==> config.mk <==
export PLATFORM = sky130hd
export DESIGN_NAME = pmic_spi_regs
export DESIGN_NICKNAME = d
export VERILOG_FILES = /design/src/rtl/pmic_pkg.sv /design/src/rtl/pmic_sync.sv /design/src/rtl/pmic_sense.sv /design/src/rtl/pmic_spi_frame.sv /design/src/rtl/pmic_regbank.sv /design/src/rtl/pmic_spi_regs.sv
export SDC_FILE = /design/constraint.sdc
export NUM_CORES = 2
export LEC_CHECK = 0
export CAP_MARGIN = 30
export CORE_MARGIN = 2
export CORE_UTILIZATION = 60
export DETAILED_ROUTE_END_ITERATION = 10
export MAX_ROUTING_LAYER = met4
export PLACE_DENSITY = 0.76
export SLEW_MARGIN = 20
export SYNTH_ARGS = -nofsm -noshare
export SYNTH_HDL_FRONTEND = slang
export SYNTH_SLANG_ARGS = --single-unit
==> constraint.sdc <==
create_clock -name clk -period 2.6 [get_ports clk]
set_input_delay 0.78 -clock clk [delete_from_list [all_inputs] [get_ports clk]]
set_output_delay 0.78 -clock clk [all_outputs]
set_load 0.05 [all_outputs]
==> src/rtl/pmic_pkg.sv <==
package pmic_pkg;
  localparam int FRAME_W = 32;
  localparam int DATA_W  = 24;
  localparam int ADDR_W  = 6;

  localparam logic [ADDR_W-1:0] A_STAT0 = 6'd0;
  localparam logic [ADDR_W-1:0] A_MASK0 = 6'd1;
  localparam logic [ADDR_W-1:0] A_STAT1 = 6'd2;
  localparam logic [ADDR_W-1:0] A_MASK1 = 6'd3;
  localparam logic [ADDR_W-1:0] A_SENSE = 6'd4;

  localparam logic [DATA_W-1:0] ALL_ONES = '1;

  function automatic logic fr_is_write(input logic [FRAME_W-1:0] w);
    return w[31];
  endfunction

  function automatic logic [ADDR_W-1:0] fr_addr(input logic [FRAME_W-1:0] w);
    return w[30:25];
  endfunction

  function automatic logic [DATA_W-1:0] fr_data(input logic [FRAME_W-1:0] w);
    return w[23:0];
  endfunction

  // clear-by-one, with new events taking precedence
  function automatic logic [DATA_W-1:0] w1c_next(input logic [DATA_W-1:0] old,
                                                 input logic clr_en,
                                                 input logic [DATA_W-1:0] ones,
                                                 input logic [DATA_W-1:0] set);
    logic [DATA_W-1:0] kept;
    kept = clr_en ? (old & ~ones) : old;
    return kept | set;
  endfunction

  function automatic logic pending(input logic [DATA_W-1:0] stat,
                                   input logic [DATA_W-1:0] mask);
    return |(stat & ~mask);
  endfunction

  // bit driven for the next host sample, given bits already received
  function automatic logic rd_bit(input logic [DATA_W-1:0] d, input logic [4:0] cnt);
    logic [4:0] idx;
    if (cnt < 5'd8) return 1'b0;
    idx = 5'd31 - cnt;
    return d[idx];
  endfunction
endpackage

==> src/rtl/pmic_sync.sv <==
module pmic_sync #(
  parameter int W = 1,
  parameter int STAGES = 2,
  parameter logic [W-1:0] RST_VAL = '0
) (
  input  logic         clk,
  input  logic         rst_n,
  input  logic [W-1:0] d,
  output logic [W-1:0] q
);
  logic [W-1:0] st [STAGES];

  always_ff @(posedge clk or negedge rst_n) begin
    if (!rst_n) begin
      for (int k = 0; k < STAGES; k++) st[k] <= RST_VAL;
    end else begin
      st[0] <= d;
      for (int k = 1; k < STAGES; k++) st[k] <= st[k-1];
    end
  end

  assign q = st[STAGES-1];
endmodule

==> src/rtl/pmic_sense.sv <==
module pmic_sense #(
  parameter int N = 2
) (
  input  logic         clk,
  input  logic         rst_n,
  input  logic [N-1:0] raw_n,
  output logic [N-1:0] lvl,
  output logic [N-1:0] evt
);
  logic [N-1:0] lvl_d;

  pmic_sync #(.W(N), .STAGES(2), .RST_VAL('1)) u_sync (
    .clk(clk), .rst_n(rst_n), .d(raw_n), .q(lvl)
  );

  always_ff @(posedge clk or negedge rst_n) begin
    if (!rst_n) lvl_d <= '1;
    else        lvl_d <= lvl;
  end

  assign evt = lvl ^ lvl_d;
endmodule

==> src/rtl/pmic_spi_frame.sv <==
module pmic_spi_frame
  import pmic_pkg::*;
(
  input  logic                clk,
  input  logic                rst_n,
  input  logic                sclk_s,
  input  logic                cs_n_s,
  input  logic                mosi_s,
  input  logic [DATA_W-1:0]   rd_data,
  output logic [ADDR_W-1:0]   rd_addr,
  output logic                frame_done,
  output logic [FRAME_W-1:0]  frame_word,
  output logic                miso
);
  logic              sclk_d;
  logic              sclk_rise;
  logic              sclk_fall;
  logic [4:0]        cnt;
  logic [30:0]       shreg;
  logic [DATA_W-1:0] rd_hold;
  logic              miso_q;
  logic              done_q;
  logic [FRAME_W-1:0] word_q;

  assign sclk_rise = sclk_s & ~sclk_d & ~cs_n_s;
  assign sclk_fall = ~sclk_s & sclk_d & ~cs_n_s;
  // address is complete on the 7th rising edge: take the incoming bit directly
  assign rd_addr   = {shreg[4:0], mosi_s};

  always_ff @(posedge clk or negedge rst_n) begin
    if (!rst_n) sclk_d <= 1'b0;
    else        sclk_d <= sclk_s;
  end

  always_ff @(posedge clk or negedge rst_n) begin
    if (!rst_n) begin
      cnt     <= '0;
      shreg   <= '0;
      rd_hold <= '0;
      miso_q  <= 1'b0;
      done_q  <= 1'b0;
      word_q  <= '0;
    end else begin
      done_q <= 1'b0;
      if (cs_n_s) begin
        cnt    <= '0;
        miso_q <= 1'b0;
      end else if (sclk_rise) begin
        shreg <= {shreg[29:0], mosi_s};
        cnt   <= cnt + 5'd1;
        if (cnt == 5'd6) rd_hold <= rd_data;
        if (cnt == 5'd31) begin
          done_q <= 1'b1;
          word_q <= {shreg, mosi_s};
        end
      end else if (sclk_fall) begin
        miso_q <= rd_bit(rd_hold, cnt);
      end
    end
  end

  assign frame_done = done_q;
  assign frame_word = word_q;
  assign miso       = miso_q;
endmodule

==> src/rtl/pmic_regbank.sv <==
module pmic_regbank
  import pmic_pkg::*;
#(
  parameter int NUM_REGS = 64
) (
  input  logic              clk,
  input  logic              rst_n,
  input  logic              wr_en,
  input  logic [ADDR_W-1:0] wr_addr,
  input  logic [DATA_W-1:0] wr_data,
  input  logic [ADDR_W-1:0] rd_addr,
  input  logic [1:0]        sense_lvl,
  input  logic [1:0]        sense_evt,
  output logic [DATA_W-1:0] rd_data,
  output logic [DATA_W-1:0] stat0,
  output logic [DATA_W-1:0] stat1,
  output logic [DATA_W-1:0] mask0,
  output logic [DATA_W-1:0] mask1,
  output logic              irq
);
  localparam logic [ADDR_W:0] NREG = (ADDR_W+1)'(NUM_REGS);

  logic [DATA_W-1:0] rd_vec [NUM_REGS];

  for (genvar i = 0; i < NUM_REGS; i++) begin : g_reg
    logic hit;
    assign hit = wr_en && (wr_addr == ADDR_W'(i));

    if (i == int'(A_STAT0) || i == int'(A_STAT1)) begin : g_stat
      logic [DATA_W-1:0] q;
      logic [DATA_W-1:0] set;
      assign set = (i == int'(A_STAT1)) ? {{(DATA_W-2){1'b0}}, sense_evt} : '0;
      always_ff @(posedge clk or negedge rst_n) begin
        if (!rst_n) q <= '0;
        else        q <= w1c_next(q, hit, wr_data, set);
      end
      assign rd_vec[i] = q;
    end else if (i == int'(A_MASK0) || i == int'(A_MASK1)) begin : g_mask
      logic [DATA_W-1:0] q;
      always_ff @(posedge clk or negedge rst_n) begin
        if (!rst_n)   q <= ALL_ONES;
        else if (hit) q <= wr_data;
      end
      assign rd_vec[i] = q;
    end else if (i == int'(A_SENSE)) begin : g_sense
      assign rd_vec[i] = {{(DATA_W-2){1'b0}}, sense_lvl};
    end else begin : g_plain
      logic [DATA_W-1:0] q;
      always_ff @(posedge clk or negedge rst_n) begin
        if (!rst_n)   q <= '0;
        else if (hit) q <= wr_data;
      end
      assign rd_vec[i] = q;
    end
  end

  assign rd_data = ({1'b0, rd_addr} < NREG) ? rd_vec[rd_addr] : '0;
  assign stat0   = rd_vec[A_STAT0];
  assign stat1   = rd_vec[A_STAT1];
  assign mask0   = rd_vec[A_MASK0];
  assign mask1   = rd_vec[A_MASK1];
  assign irq     = pending(stat0, mask0) | pending(stat1, mask1);
endmodule

==> src/rtl/pmic_spi_regs.sv <==
module pmic_spi_regs
  import pmic_pkg::*;
#(
  parameter int NUM_REGS = 64
) (
  input  logic clk,
  input  logic rst_n,
  input  logic spi_sclk,
  input  logic spi_cs_n,
  input  logic spi_mosi,
  output logic spi_miso,
  input  logic pwr_btn_n,
  input  logic acc_det_n,
  output logic irq
);
  logic               sclk_s, cs_n_s, mosi_s;
  logic               frame_done;
  logic [FRAME_W-1:0] frame_word;
  logic [ADDR_W-1:0]  rd_addr;
  logic [DATA_W-1:0]  rd_data;
  logic [DATA_W-1:0]  stat0, stat1, mask0, mask1;
  logic [1:0]         sense_lvl, sense_evt;
  logic               wr_en;
  logic               unused_bit24;

  pmic_sync #(.W(3), .STAGES(2), .RST_VAL(3'b010)) u_spi_sync (
    .clk(clk), .rst_n(rst_n),
    .d({spi_sclk, spi_cs_n, spi_mosi}),
    .q({sclk_s, cs_n_s, mosi_s})
  );

  pmic_spi_frame u_frame (
    .clk(clk), .rst_n(rst_n),
    .sclk_s(sclk_s), .cs_n_s(cs_n_s), .mosi_s(mosi_s),
    .rd_data(rd_data), .rd_addr(rd_addr),
    .frame_done(frame_done), .frame_word(frame_word),
    .miso(spi_miso)
  );

  pmic_sense #(.N(2)) u_sense (
    .clk(clk), .rst_n(rst_n),
    .raw_n({acc_det_n, pwr_btn_n}),
    .lvl(sense_lvl), .evt(sense_evt)
  );

  assign wr_en        = frame_done & fr_is_write(frame_word);
  assign unused_bit24 = frame_word[24];

  pmic_regbank #(.NUM_REGS(NUM_REGS)) u_bank (
    .clk(clk), .rst_n(rst_n),
    .wr_en(wr_en), .wr_addr(fr_addr(frame_word)), .wr_data(fr_data(frame_word)),
    .rd_addr(rd_addr), .sense_lvl(sense_lvl), .sense_evt(sense_evt),
    .rd_data(rd_data),
    .stat0(stat0), .stat1(stat1), .mask0(mask0), .mask1(mask1),
    .irq(irq)
  );
endmodule

Word level (Yosys, flattened, before mapping)
Index checks and enable logic that the tools add are counted.
W data, S select, Z words.
- register bits: 1619
- bits of input ports: 7
- output and inout port bits: 2
- muxes and demuxes: 20
- $add $sub $neg: 2
- reduce and logical (&&, ||, !) cells: 72
- equality and inequality tests: 65
- bitwise gates (word level): 19
- $lt $le $gt $ge: 3
- operator list (kind ; count):
    $eq A6 B6 Y1 const B ; 32
    $bmux W24 S6 ; 1
    $and A24 B24 Y24 ; 4
    $eq A6 B5 Y1 const B ; 16
    $mux W24 ; 3
    $not A24 Y24 ; 3
    $logic_and A1 B1 Y1 ; 63
    $eq A6 B4 Y1 const B ; 8
    $reduce_or A24 Y1 ; 2
    $or A24 B2 Y24 ; 1
    $eq A6 B3 Y1 const B ; 3
    $mux W1 ; 13
    $eq A6 B2 Y1 const B ; 2
    $mux W5 ; 2
    $ge A7 B7 Y1 const B ; 1
    $not A6 Y7 ; 1
    $eq A6 B1 Y1 const B ; 1
    $logic_not A6 Y1 ; 1
    $lt A5 B6 Y1 const B ; 1
    $reduce_and A3 Y1 ; 2
    $add A5 B1 Y5 const B ; 1
    $and A1 B1 Y1 ; 5
    $bmux W1 S5 ; 1
    $eq A5 B3 Y1 const B ; 1
    other kinds (9) ; 13

Depth between registers and ports, before layout
- depth in word-level cells: 10
- mapped depth: 10

By module
A second synthesis with hierarchy kept.
- cells, all modules: 4877
- area total of the unflattened synthesis: 74044.8 um2
- by module, submodules not included (module ; instances ; area each (um2) ; cells an instance):
    pmic_regbank ; 1 ; 69686.8 ; 4612
    pmic_spi_frame ; 1 ; 3986.3 ; 245
    pmic_sync (u_spi_sync) ; 1 ; 175.2 ; 9
    pmic_sync (u_sense.u_sync) ; 1 ; 120.1 ; 6
    pmic_sense ; 1 ; 70.1 ; 4
    pmic_spi_regs ; 1 ; 6.3 ; 1

Worst setup path before layout
OpenSTA, ideal clock, no wires.
- kind: flip-flop to output port
- start point: register u_bank.g_reg[1].g_mask.q[13], in the netlist u_bank.mask0[13]
- end point: output port irq
- data required time: 1.820 ns
- stages on the path, launching flop included: 5
- arrival time: 1.507 ns
- setup slack: 0.313 ns
- cells stage by stage: dfstp_2 > inv_1 > a221oi_1 > nand4_1 > or3_1
- cells in the longest elaborated chain, start to end: 4
- ends and longest elaborated chain (item ; RTL line ; source):
    start: declaration ; pmic_regbank.sv:39 ; logic [DATA_W-1:0] q;
    start signal: assignment ; pmic_regbank.sv:42 ; else if (hit) q <= wr_data;
    $not A24 Y24 ; pmic_pkg.sv:38 ; return |(stat & ~mask);
    $and A24 B24 Y24 ; pmic_pkg.sv:38 ;
    $reduce_or A24 Y1 ; pmic_pkg.sv:38 ;
    $or A1 B1 Y1 ; pmic_regbank.sv:62 ; assign irq = pending(stat0, mask0) | pending(stat1, mask1);
    end: declaration ; pmic_spi_regs.sv:14 ; output logic irq
Every way passes these cells.

Final worst setup path
- start point: register u_bank.g_reg[1].g_mask.q[6], in the netlist u_bank.mask0[6]
- end point: output port irq
Same word-level chain as after synthesis.

==> impl_metrics.env <==
export IMPL_status="finished, violations left"
export IMPL_violations="negative setup slack"
export IMPL_grt_use_met2=0.476
export IMPL_synthMuxAreaShare=0.355
export IMPL_crit_arrival_ns=2.51
export IMPL_drive_above_1_share=0.527
export IMPL_syn_inst=4843
export IMPL_drc_errors=0
export IMPL_row_count=128
export IMPL_ios=9
export IMPL_grt_overflow=0
export IMPL_worst_pin_slew_ns=0.994
export IMPL_fillers=8260
export IMPL_io_buffer_count=8
export IMPL_fin_area_um2=83700
export IMPL_setup_viol=2
export IMPL_syn_to_final_growth_pct=14.3
export IMPL_cts_tree="yes"
export IMPL_yosysWarnings=0
export IMPL_gr_max_usage_layer="met2"
export IMPL_crit_fanout=3
export IMPL_relSlewSlack=0.337
export IMPL_fin_crit_sh=1.27
export IMPL_die_width_um=353
export IMPL_rsz0062_at_grt="yes"
export IMPL_place_gp_congestion=0.960
export IMPL_yosys_area_share_adder=0.000513
export IMPL_fp_dieH_um=353
export IMPL_hp_start="u_spi_sync.st[5]"
export IMPL_cp_top_family="simple AND/OR/NAND/NOR gates"
export IMPL_synth_distinct_cells=48
export IMPL_r2r_end="u_frame.rd_hold[14]"
export IMPL_ant_nets=0
export IMPL_crit_type="flop to output port"
export IMPL_ys_ff_latch=1618
export IMPL_numCtsBuffers=166
export IMPL_rr_worst_depth=11
export IMPL_worst_slack_ns=-0.692
export IMPL_period_minus_slack_ns=3.29
export IMPL_met3_usage=0.0529
export IMPL_antenna_found_initial=3
export IMPL_post_drt_wl_per_cell_um=28.3
export IMPL_hold_path_endpoint="u_spi_sync.q[2]"
export IMPL_cts_htree_levels=4
export IMPL_num_vias=43900
export IMPL_clockRootBuffer="clkbuf_16"
export IMPL_cts_sink_count=1618
export IMPL_hold_viol=0
export IMPL_synth_simple_area_share=0.0180
export IMPL_synth_flop_cell="dfrtp_1"
export IMPL_coreArea_um2=121000
export IMPL_setup_tns_ns=-0.701
export IMPL_r2r_slack_ns=-0.01
export IMPL_num_nets_final=4976
export IMPL_start_kind="flop"
export IMPL_grt_pass1_vias=45700
export IMPL_crit_buf_inv=1
export IMPL_hold_ws_ns=0.348
export IMPL_postSynthAreaPerCell_um2=15.1
export IMPL_fin_skew_ns=0.0287
export IMPL_synthXorXnorAreaFrac=0.000598
export IMPL_drt_wl_total_um=190000
export IMPL_grt_max_degree=96
export IMPL_initial_core_util=0.603
export IMPL_cts_max_path_buffers=3
export IMPL_grt_util_all_layers=0.316
export IMPL_grt_pass1_wl_um=289000
export IMPL_placed_area_um2=77500
export IMPL_synth_edf_count=0
export IMPL_p_leak_nw=40.6
export IMPL_slowest_stage="dfstp_2"
export IMPL_use_met1=0.440
export IMPL_seqCellArea_um2=40600
export IMPL_dr_pass1_iters=8
export IMPL_seq_area_frac_synth=0.554
export IMPL_crit_chain="o22ai_1 -> a221oi_2 -> nand4_1 -> or3_4 -> buf_8"
export IMPL_clkTransAtPathRegs_ns=0.06
export IMPL_r2r_start="u_spi_sync.q[0]"
export IMPL_peakVddDrop_uv=683
export IMPL_slew_violations=0
export IMPL_place_hpwl_um=119000
export IMPL_postSynth_asyncResetShare=1.00
export IMPL_required_ns=1.82
export IMPL_worst_path_largest_cell_delay_ns=0.54
export IMPL_dieArea_um2=125000
export IMPL_synth_area_um2=73200
export IMPL_synth_compound_area_frac=0.0384
export IMPL_end_kind="output port"
export IMPL_p_per_area_nw_per_um2=706
export IMPL_insertion_delay_ns=0.79
export IMPL_via_per_inst=6.53
export IMPL_drt_iter0_markers=3772
export IMPL_synth_top_family_by_area="multiplexers"
export IMPL_max_freq_ghz=0.304
export IMPL_multi_input_area_um2=30500
export IMPL_hold_path_class="flop to flop"
export IMPL_cap_viol_max_count=0
export IMPL_synth_fp_nets=4853
export IMPL_hold_depth=0
[worst max-delay path by stage]
stage                     slack, ns              from  cells past startpoint  endpoint
after floorplan                0.31  u_bank.mask0[13]                      4       irq
after global placement        -0.20  u_bank.mask1[18]                      5       irq
after detailed placement      -0.21  u_bank.mask1[18]                      5       irq
after CTS                     -0.70  u_bank.mask1[19]                      6       irq
after global routing          -0.73  u_bank.mask1[18]                      5       irq
final                         -0.69   u_bank.mask0[6]                      5       irq
[worst reg2reg max path: cells and delay by family (launching register included)]
kind	cells	cell delay (ns)
DFF	1	0.46
and+or+nand+nor	1	0.22
buffers and inverters	6	1.14
muxes	1	0.26
AOI/OAI and AO/OA	3	0.43
[cell families (layout without fill, tap and decap cells)]
group           count (synthesis)  count (layout)
compound gates                382             382
other cells                     0               2
mux                          2059            2059
simple gates                  248             248
flops                        1618            1618
xor+xnor                        5               5
buf+inv                       528             787
fa+ha+maj                       3               3
[cells in the final DEF, fill, tap and decap left out, types with 28 or more instances in the layout]
cell,count
a21oi_1,45
a22oi_1,66
buf_12,90
buf_4,321
clkbuf_1,37
clkbuf_16,176
clkbuf_8,42
clkinv_2,28
dfrtp_1,1533
dfstp_2,56
inv_1,47
mux2_2,1554
mux2i_1,227
mux4_2,277
nand2_1,50
nor2b_1,33
o22ai_1,80
[metal layers]
| metal | up-vias | share of wire |
|---|---|---|
| met3 | 341 | 0.064 |
| met1 | 23900 | 0.43 |
| met2 | 1403 | 0.47 |
| li1 | 18300 | - |
| met5 | - | 0 |
| met4 | 0 | 0.037 |
[sequential cells by signal, indices dropped and copies added, names as in the netlist]
register,count
u_frame.frame_done,1
u_bank.stat0,24
u_bank.stat1,24
u_frame.sclk_d,1
u_bank.mask1,24
u_frame.frame_word,31
u_sense.u_sync.st,2
u_bank.mask0,24
u_sense.u_sync.q,2
u_bank.g.g_plain.q,1416
u_frame.shreg,31
u_spi_sync.st,3
u_spi_sync.q,3
u_frame.cnt,5
u_frame.miso,1
u_sense.lvl_d,2
u_frame.rd_hold,24
[power by group]
group          internal, W  total, W  switching, W
combinational      0.00324   0.00870       0.00546
clock               0.0148    0.0249        0.0101
sequential          0.0253    0.0255      0.000210
total               0.0433    0.0591        0.0158
[area by class of cell]
class / instances / share of cell area
inverter: 50 / 0.00224
clock inverter: 53 / 0.00853
tap: 1625 / 0.0243
multi-input combinational: 2697 / 0.365
sequential: 1618 / 0.485
timing repair buffer: 433 / 0.0552
antenna: 2 / 0.0000598
clock buffer: 251 / 0.0600
[cell usage after synthesis (all sizes together) (37+ instances only)]
cell type | n | area, um^2
a21oi | 45 | 225
a22oi | 66 | 495
buf | 247 | 1390
clkbuf | 231 | 867
dfrtp | 1562 | 39100
dfstp | 56 | 1470
inv | 50 | 188
mux2 | 1554 | 17500
mux2i | 228 | 2280
mux4 | 277 | 6240
nand2 | 51 | 191
nor2 | 39 | 186
nor2b | 37 | 231
o22ai | 82 | 513
[per-stage QoR]
stage | utilization | setup WS (ns) | total power, W | instances
2_1_floorplan | - | 0.313 | 0.0294 | 4843
3_3_place_gp | 0.639 | -0.204 | 0.0341 | 6415
3_5_place_dp | 0.639 | -0.208 | 0.0341 | 6415
4_1_cts | 0.687 | -0.703 | 0.0590 | 6720
5_1_grt | 0.690 | -0.725 | 0.0607 | 6728
6_report | 0.690 | -0.692 | 0.0591 | 6729
[repair_timing]
| action | CTS | global route |
|---|---|---|
| setup buffers | 0 | 3 |
| gates resized for setup | 29 | 48 |
| setup endpoints to repair | 13 | 20 |
| pin swaps | 7 | 9 |
| hold buffers | 1 | 0 |
| cloned | 0 | 4 |
| endpoints found under the hold margin | 18 | 0 |
No activity file was read; power rests on OpenSTA's default activity.
